### src/rtl/sq_pkg.sv
`timescale 1ns/1ps
package sq_pkg;
    typedef enum logic [1:0] {
        ST_IDLE    = 2'd0,
        ST_PRESET  = 2'd1,
        ST_CONVERT = 2'd2,
        ST_REST    = 2'd3
    } sq_state_t;
endpackage

### src/rtl/sq_period_counter.sv
`timescale 1ns/1ps
module sq_period_counter #(
    parameter int CW = 17
) (
    input  logic          clk,
    input  logic          rst_n,
    input  logic          run,
    output logic [CW-1:0] cnt
);
    // Counts while running; wraps naturally at 2^CW, which is the period.
    always_ff @(posedge clk or negedge rst_n) begin
        if (!rst_n) begin
            cnt <= '0;
        end else if (!run) begin
            cnt <= '0;
        end else begin
            cnt <= cnt + 1'b1;
        end
    end
endmodule

### src/rtl/sq_window_decode.sv
`timescale 1ns/1ps
module sq_window_decode #(
    parameter int CW         = 17,
    parameter int GATE_CYC   = 3072,
    parameter int PRESET_CYC = 1024
) (
    input  logic [CW-1:0] cnt,
    output logic          preset_last,
    output logic          gate_last,
    output logic          period_last
);
    localparam logic [CW-1:0] PRE_LAST  = CW'(PRESET_CYC - 1);
    localparam logic [CW-1:0] GATE_LAST = CW'(GATE_CYC - 1);
    localparam logic [CW-1:0] PER_LAST  = '1;

    always_comb begin
        preset_last = (cnt == PRE_LAST);
        gate_last   = (cnt == GATE_LAST);
        period_last = (cnt == PER_LAST);
    end
endmodule

### src/rtl/sq_phase_fsm.sv
`timescale 1ns/1ps
module sq_phase_fsm
    import sq_pkg::*;
(
    input  logic      clk,
    input  logic      rst_n,
    input  logic      enable,
    input  logic      preset_last,
    input  logic      gate_last,
    input  logic      period_last,
    output logic      run,
    output logic      gate_n,
    output logic      preset,
    output logic      convert,
    output logic      sample_done
);
    sq_state_t state, nxt;

    // Next-state selection: start, preset_done, gate_done, wrap, abort.
    always_comb begin
        nxt = state;
        unique case (state)
            ST_IDLE:    nxt = enable ? ST_PRESET : ST_IDLE;
            ST_PRESET:  nxt = !enable ? ST_IDLE : (preset_last ? ST_CONVERT : ST_PRESET);
            ST_CONVERT: nxt = !enable ? ST_IDLE : (gate_last ? ST_REST : ST_CONVERT);
            ST_REST:    nxt = !enable ? ST_IDLE : (period_last ? ST_PRESET : ST_REST);
            default:    nxt = ST_IDLE;
        endcase
    end

    // State register.
    always_ff @(posedge clk or negedge rst_n) begin
        if (!rst_n) begin
            state <= ST_IDLE;
        end else begin
            state <= nxt;
        end
    end

    // Completion strobe: set only on a normal CONVERT -> REST step.
    always_ff @(posedge clk or negedge rst_n) begin
        if (!rst_n) begin
            sample_done <= 1'b0;
        end else begin
            sample_done <= (state == ST_CONVERT) && enable && gate_last;
        end
    end

    // Output decode from the registered state.
    always_comb begin
        run     = enable && (state != ST_IDLE);
        gate_n  = 1'b1;
        preset  = 1'b0;
        convert = 1'b0;
        unique case (state)
            ST_PRESET: begin
                gate_n = 1'b0;
                preset = 1'b1;
            end
            ST_CONVERT: begin
                gate_n  = 1'b0;
                convert = 1'b1;
            end
            default: begin
                gate_n = 1'b1;
            end
        endcase
    end
endmodule

### src/rtl/sample_sequencer.sv
`timescale 1ns/1ps
module sample_sequencer #(
    parameter int PERIOD_LOG2 = 17,
    parameter int GATE_CYC    = 3072,
    parameter int PRESET_CYC  = 1024
) (
    input  logic clk,
    input  logic rst_n,
    input  logic enable,
    output logic gate_n,
    output logic preset,
    output logic convert,
    output logic sample_done
);
    localparam int CW = PERIOD_LOG2;

    // Parameter legality: preset < gate < period.
    generate
        if (PRESET_CYC < 1 || GATE_CYC <= PRESET_CYC || GATE_CYC >= (1 << PERIOD_LOG2)) begin : g_bad_params
            initial $error("sample_sequencer: window parameters out of range");
        end
    endgenerate

    logic [CW-1:0] cnt;
    logic          run;
    logic          preset_last;
    logic          gate_last;
    logic          period_last;

    sq_period_counter #(.CW(CW)) u_cnt (
        .clk   (clk),
        .rst_n (rst_n),
        .run   (run),
        .cnt   (cnt)
    );

    sq_window_decode #(
        .CW         (CW),
        .GATE_CYC   (GATE_CYC),
        .PRESET_CYC (PRESET_CYC)
    ) u_dec (
        .cnt         (cnt),
        .preset_last (preset_last),
        .gate_last   (gate_last),
        .period_last (period_last)
    );

    sq_phase_fsm u_fsm (
        .clk         (clk),
        .rst_n       (rst_n),
        .enable      (enable),
        .preset_last (preset_last),
        .gate_last   (gate_last),
        .period_last (period_last),
        .run         (run),
        .gate_n      (gate_n),
        .preset      (preset),
        .convert     (convert),
        .sample_done (sample_done)
    );
endmodule

### config.mk
export PLATFORM = sky130hd
export DESIGN_NAME = sample_sequencer
export DESIGN_NICKNAME = d
export VERILOG_FILES = /design/src/rtl/sq_pkg.sv /design/src/rtl/sq_period_counter.sv /design/src/rtl/sq_window_decode.sv /design/src/rtl/sq_phase_fsm.sv /design/src/rtl/sample_sequencer.sv
export SDC_FILE = /design/constraint.sdc
export NUM_CORES = 1
export LEC_CHECK = 0
export ABC_CLOCK_PERIOD_IN_PS = 2400
export BUFFER_PORTS_ARGS = -buffer_cell sky130_fd_sc_hd__buf_2
export CAP_MARGIN = 20
export CORE_MARGIN = 2
export CORE_UTILIZATION = 59
export CTS_BUF_LIST = sky130_fd_sc_hd__clkbuf_4 sky130_fd_sc_hd__clkbuf_8
export DETAILED_ROUTE_END_ITERATION = 10
export PLACE_DENSITY_LB_ADDON = 0.12
export SETUP_SLACK_MARGIN = 0.5
export SLEW_MARGIN = 20
export SYNTH_ARGS = -nofsm -noshare
export SYNTH_HDL_FRONTEND = slang
export SYNTH_SLANG_ARGS = --single-unit
### constraint.sdc
create_clock -name clk -period 2.4 [get_ports clk]
set_input_delay 0.24 -clock clk [delete_from_list [all_inputs] [get_ports clk]]
set_output_delay 0.24 -clock clk [all_outputs]
set_load 0.02 [all_outputs]
### After elaboration in Yosys (flattened, before gate mapping)

Cells that the tools add are included.

* logic and storage cells: 28
* output and inout port bits: 4
* bits in registers: 20

* equality and inequality tests: 6
* muxes and demuxes: 12
* reduce and logical (&&, ||, !) cells: 6
* add/sub/neg operators: 1

Operators by type and width (number)
* 17-bit by 1-bit adder with 17-bit output (second input constant): 1
* 17-bit by 10-bit == test with 1-bit output (second input constant): 1
* 17-bit by 12-bit == test with 1-bit output (second input constant): 1
* 17-bit == test (second input constant): 1
* 17-bit two-way mux: 1
* 2-bit two-way mux: 5
* 2-bit case mux with 4 select lines: 1
* 1-bit two-way mux: 5
* 2-bit == test (second input constant): 2
* 1-bit logical AND: 3
* 2-bit by 1-bit == test with 1-bit output (second input constant): 1
* 2-bit zero test: 1
* 2-bit nonzero test: 1
* 2-bit OR reduction: 1

### Logic depth before layout (Yosys ltp)

* depth after elaboration: 4
* mapped depth: 9

### Hierarchy

Synthesis repeated with hierarchy kept, for this count alone.

* cells, all modules: 116
* area total of the unflattened synthesis: 1186.1 um^2

Modules (own cells, without submodules)
* sq_period_counter: cells each 84, sequential area each 425.4 um^2, instances 1, area an instance 892.1 um^2
* sq_phase_fsm: cells each 20, sequential area each 75.1 um^2, instances 1, area an instance 210.2 um^2
* sq_window_decode: cells each 12, sequential area each 0.0 um^2, instances 1, area an instance 83.8 um^2

### Worst setup path after synthesis

Ideal clock, no wire load.

* path type: register -> register
* start: register u_cnt.cnt[0]
* end: register u_fsm.state[1]
* path slack: 0.888 ns
* arrival: 1.385 ns
* path buffers: 0
* stages on the path, launching flop included: 10
* setup time: 0.127 ns
* data required time: 2.273 ns
* cell sequence: dfrtp_1 ha_1 nand4_1 nor2_1 nand2_1 nor2_1 ha_1 inv_1 a21oi_1 a21oi_1

* word-level cells in the longest chain between the ends: 4
* elaborated cells between the ends (all ways): 7

RTL lines
* start, declared: line sq_period_counter.sv:8 `output logic [CW-1:0] cnt`
* start signal, assigned: line sq_period_counter.sv:17 `cnt <= cnt + 1'b1;`
* 17-bit == test or 17-bit by 10-bit == test with 1-bit output (tied branches): line sq_window_decode.sv:19, sq_window_decode.sv:17
* 2-bit two-way mux (on tied branches) (2 in series): line sq_phase_fsm.sv:26, sq_phase_fsm.sv:24
* 2-bit case mux with 4 select lines (*): line sq_phase_fsm.sv:22 `unique case (state)`
* net u_fsm.nxt[1]: line sq_phase_fsm.sv:17 `sq_state_t state, nxt;`
* end signal, assigned: line sq_phase_fsm.sv:36 `state <= nxt;`
* end, declared: line sq_phase_fsm.sv:17

The timed path passes the listed nets; every way through them passes the cells marked *.

### Worst setup path after layout

Same ends and word-level chain as after synthesis.

==> impl_results.md <==
- Total Wirelength: 1900 um
- Vias in the first global route: 771
- Critical Path Start Type: flop
- Die Span Y: 46.4 um
- Post-synthesis adder-cell area fraction: 7.09%
- Post-DP HPWL: 1390 um
- RePlAce Congestion: 0.797
- Post-synth top area share: 47.3%
- CTS Buf Count: 3
- Largest stage delay on the critical path: 0.40 ns
- Port-buffer cells: 6
- Tcrit/Tclk final: 70.2%
- Cell variety after synth: 28
- Mux cell area share after synthesis: 0%
- EDFF count, synth: 0
- Static leakage: 0.000503 uW
- Die Width: 46.4 um
- Setup TNS: 0 ns
- Reg clk slew, reported paths: 0.11 ns
- RSZ-0062 raised after global routing: false
- Initial Util: 62.0%
- Antenna Nets Post-Route: 0
- Peak supply drop: 0.000306 V
- DRT iter0 DRCs: 6
- Most frequent cells in the layout: 20 x dfrtp_1, 16 x nor2_1, 9 x nand3_1
- Area grow syn2layout: 9.34%
- Synth Area in Compound Gates: 6.74%
- Placed Cells: 139
- #FFs+latches synth: 20
- Filler cells: 134
- Total Nets Final: 129
- Sequential area share after synthesis: 47.3%
- Number of H-tree levels: 1
- Critical path class: flop to flop
- Worst slew pin tran: 0.569 ns
- WP data required: 2.57 ns
- DRC: 0
- Row count: 15
- CP max FO: 4
- Worst Hold Class: primary input to flop
- Die area: 0.00215 mm^2
- Antenna cells: 0
- Ys Warns: 0
- Post-synth ARST share: 100%
- Max Slew Vio Count: 0
- Initial antenna violation count: 0
- Ys flop type: dfrtp_1
- Gates resized, CTS repair: 0
- Gr usage total: 21.6%
- Slowest-stage cell, CP: dfrtp_1
- Avg WL per Cell: 13.2 um
- Status: complete, no violations
- Max Freq: 593 MHz
- Crit end category: flop
- Minimum clock period: 1.69 ns
- Slew HR: 62.0%
- Final worst clock skew: 0.00469 ns
- Clock latency on the worst-skew pair: 0.30 ns
- Final Non-Filler Cells: 144
- Largest family of logic cells by synthesized area: simple AND/OR/NAND/NOR gates
- Post-synthesis instance area: 0.00106 mm^2
- Ranking of synthesized cells by area: dfrtp_1 47%, ha_1 7.1%, nor2_1 5.7%
- Largest net degree at the start of global routing: 21
- Crit path arrival time: 1.86 ns
- Boundary pin count: 7
- Net count of the mapped netlist: 119
- Final setup fails: 0
- Synth Instances: 110
- Core area: 0.00171 mm^2
- Max Cap Viol: 0
- TritonCTS clock tree: done
- Post-Synth Simple-Gate Area: 28.0%
- TritonRoute pass-1 iters: 4
- Share of cells above drive strength 1: 12.6%
- CP cell instances: ha_1, nand4_1, nor2_1, nand2_1, nor2_1, ha_1, inv_1, a21oi_1, a21oi_1
- Final hold vios: 0
- Detailed-route via count: 824
- Area leader, netlist: dfrtp_1
- CTS max path bufs: 2
- Post-Syn Area per Cell: 9.62 um^2
- CTS sink cnt: 20
- Post-DR vias/cell: 5.72
- Global-route wire length before repair: 3220 um
- CP top delay family: simple AND/OR/NAND/NOR gates
- Clk root buf: clkbuf_4
- Bufs and invs on worst path: 1
- XOR/XNOR Fraction of Synth Area: 8.27%
- Most common cell after layout, fill and taps aside: dfrtp_1
- Total gr overflow: 0
- Pwr per Cell Area: 492 mW/mm^2
[flip-flops by register name, summed over array words and instances (netlist names)]
name	flops
u_fsm.sample_done	1
u_fsm.state	2
u_cnt.cnt	17
[layout make-up]
cell class	count	area [um^2]	share of cell area, %
clock buffers	4	36.3	3.14
inverters	5	18.8	1.62
multi-input cells	83	531	45.8
flip-flops and latches	20	500	43.2
well taps	25	31.3	2.70
repair buffers	7	40.0	3.46
[cells in the mapped netlist (3+ instances only)]
| master | count |
|---|---|
| nor2_1 | 16 |
| dfrtp_1 | 20 |
| nand4_1 | 3 |
| or3_1 | 4 |
| ha_1 | 6 |
| o21ai_0 | 4 |
| inv_1 | 5 |
| nand3_1 | 9 |
| a21oi_1 | 6 |
| xnor2_1 | 4 |
| xor2_1 | 6 |
| nand2_1 | 8 |
[kinds of logic (layout without fill, tap and decap cells)]
logic type	Yosys count	in the layout
and+or+nand+nor	54	54
adders and majority gates	6	6
buffers and inverters	7	16
DFF	20	20
xor gates and xnor gates	10	10
AOI/OAI and AO/OA	13	13
[power by group]
group | internal (uW) | leakage (uW) | switching, uW
Sequential | 340 | 0.000277 | 2.73
Clock | 92.6 | 0.0000210 | 102
Combinational | 9.97 | 0.000205 | 23.1
Total | 442 | 0.000503 | 128
[through the flow]
step	total power [uW]	cell area (um^2)	hold slack [ns]	worst slack, ns	utilization, %
2_1_floorplan	367	1060	-0.0556	0.888	-
3_3_place_gp	381	1110	0.205	0.796	65.1
3_5_place_dp	382	1110	0.210	0.717	65.1
4_1_cts	577	1160	0.225	0.701	67.8
5_1_grt	601	1160	0.214	0.549	67.8
6_report	570	1160	0.227	0.714	67.8
[per-layer routing]
metal / global-route usage, % / wire length, um
met5: 0 / 0
met4: 7.43 / 24
met3: 5.49 / 83
met2: 35.6 / 930
met1: 27.2 / 858
[worst register-to-register path: stages (launching register included)]
cell and delay, ns:
dfrtp_1 0.40, ha_1 0.23, nand4_1 0.17, nor2_1 0.21
nand2_1 0.07, nor2_1 0.08, ha_1 0.14, inv_1 0.03
a21oi_1 0.12, a21oi_1 0.08
[final timing paths]
kind,depth (start not counted),slack (ns),to,from
max,9,0.71,u_fsm.state[1],u_cnt.cnt[0]
min,3,0.23,u_fsm.sample_done,enable
max reg2reg,9,0.71,u_fsm.state[1],u_cnt.cnt[0]
min reg2reg,1,0.50,u_cnt.cnt[0],u_cnt.cnt[0]
max in group asynchronous,2,1.69,u_cnt.cnt[7],rst_n
min in group asynchronous,2,0.41,u_cnt.cnt[16],rst_n
[repair_timing]
action                                 in CTS  in global routing
hold buffers                                1                  0
endpoints found under the hold margin      20                  0
buffers inserted                            0                  0
Note: power is estimated with default switching activity, not from simulation.
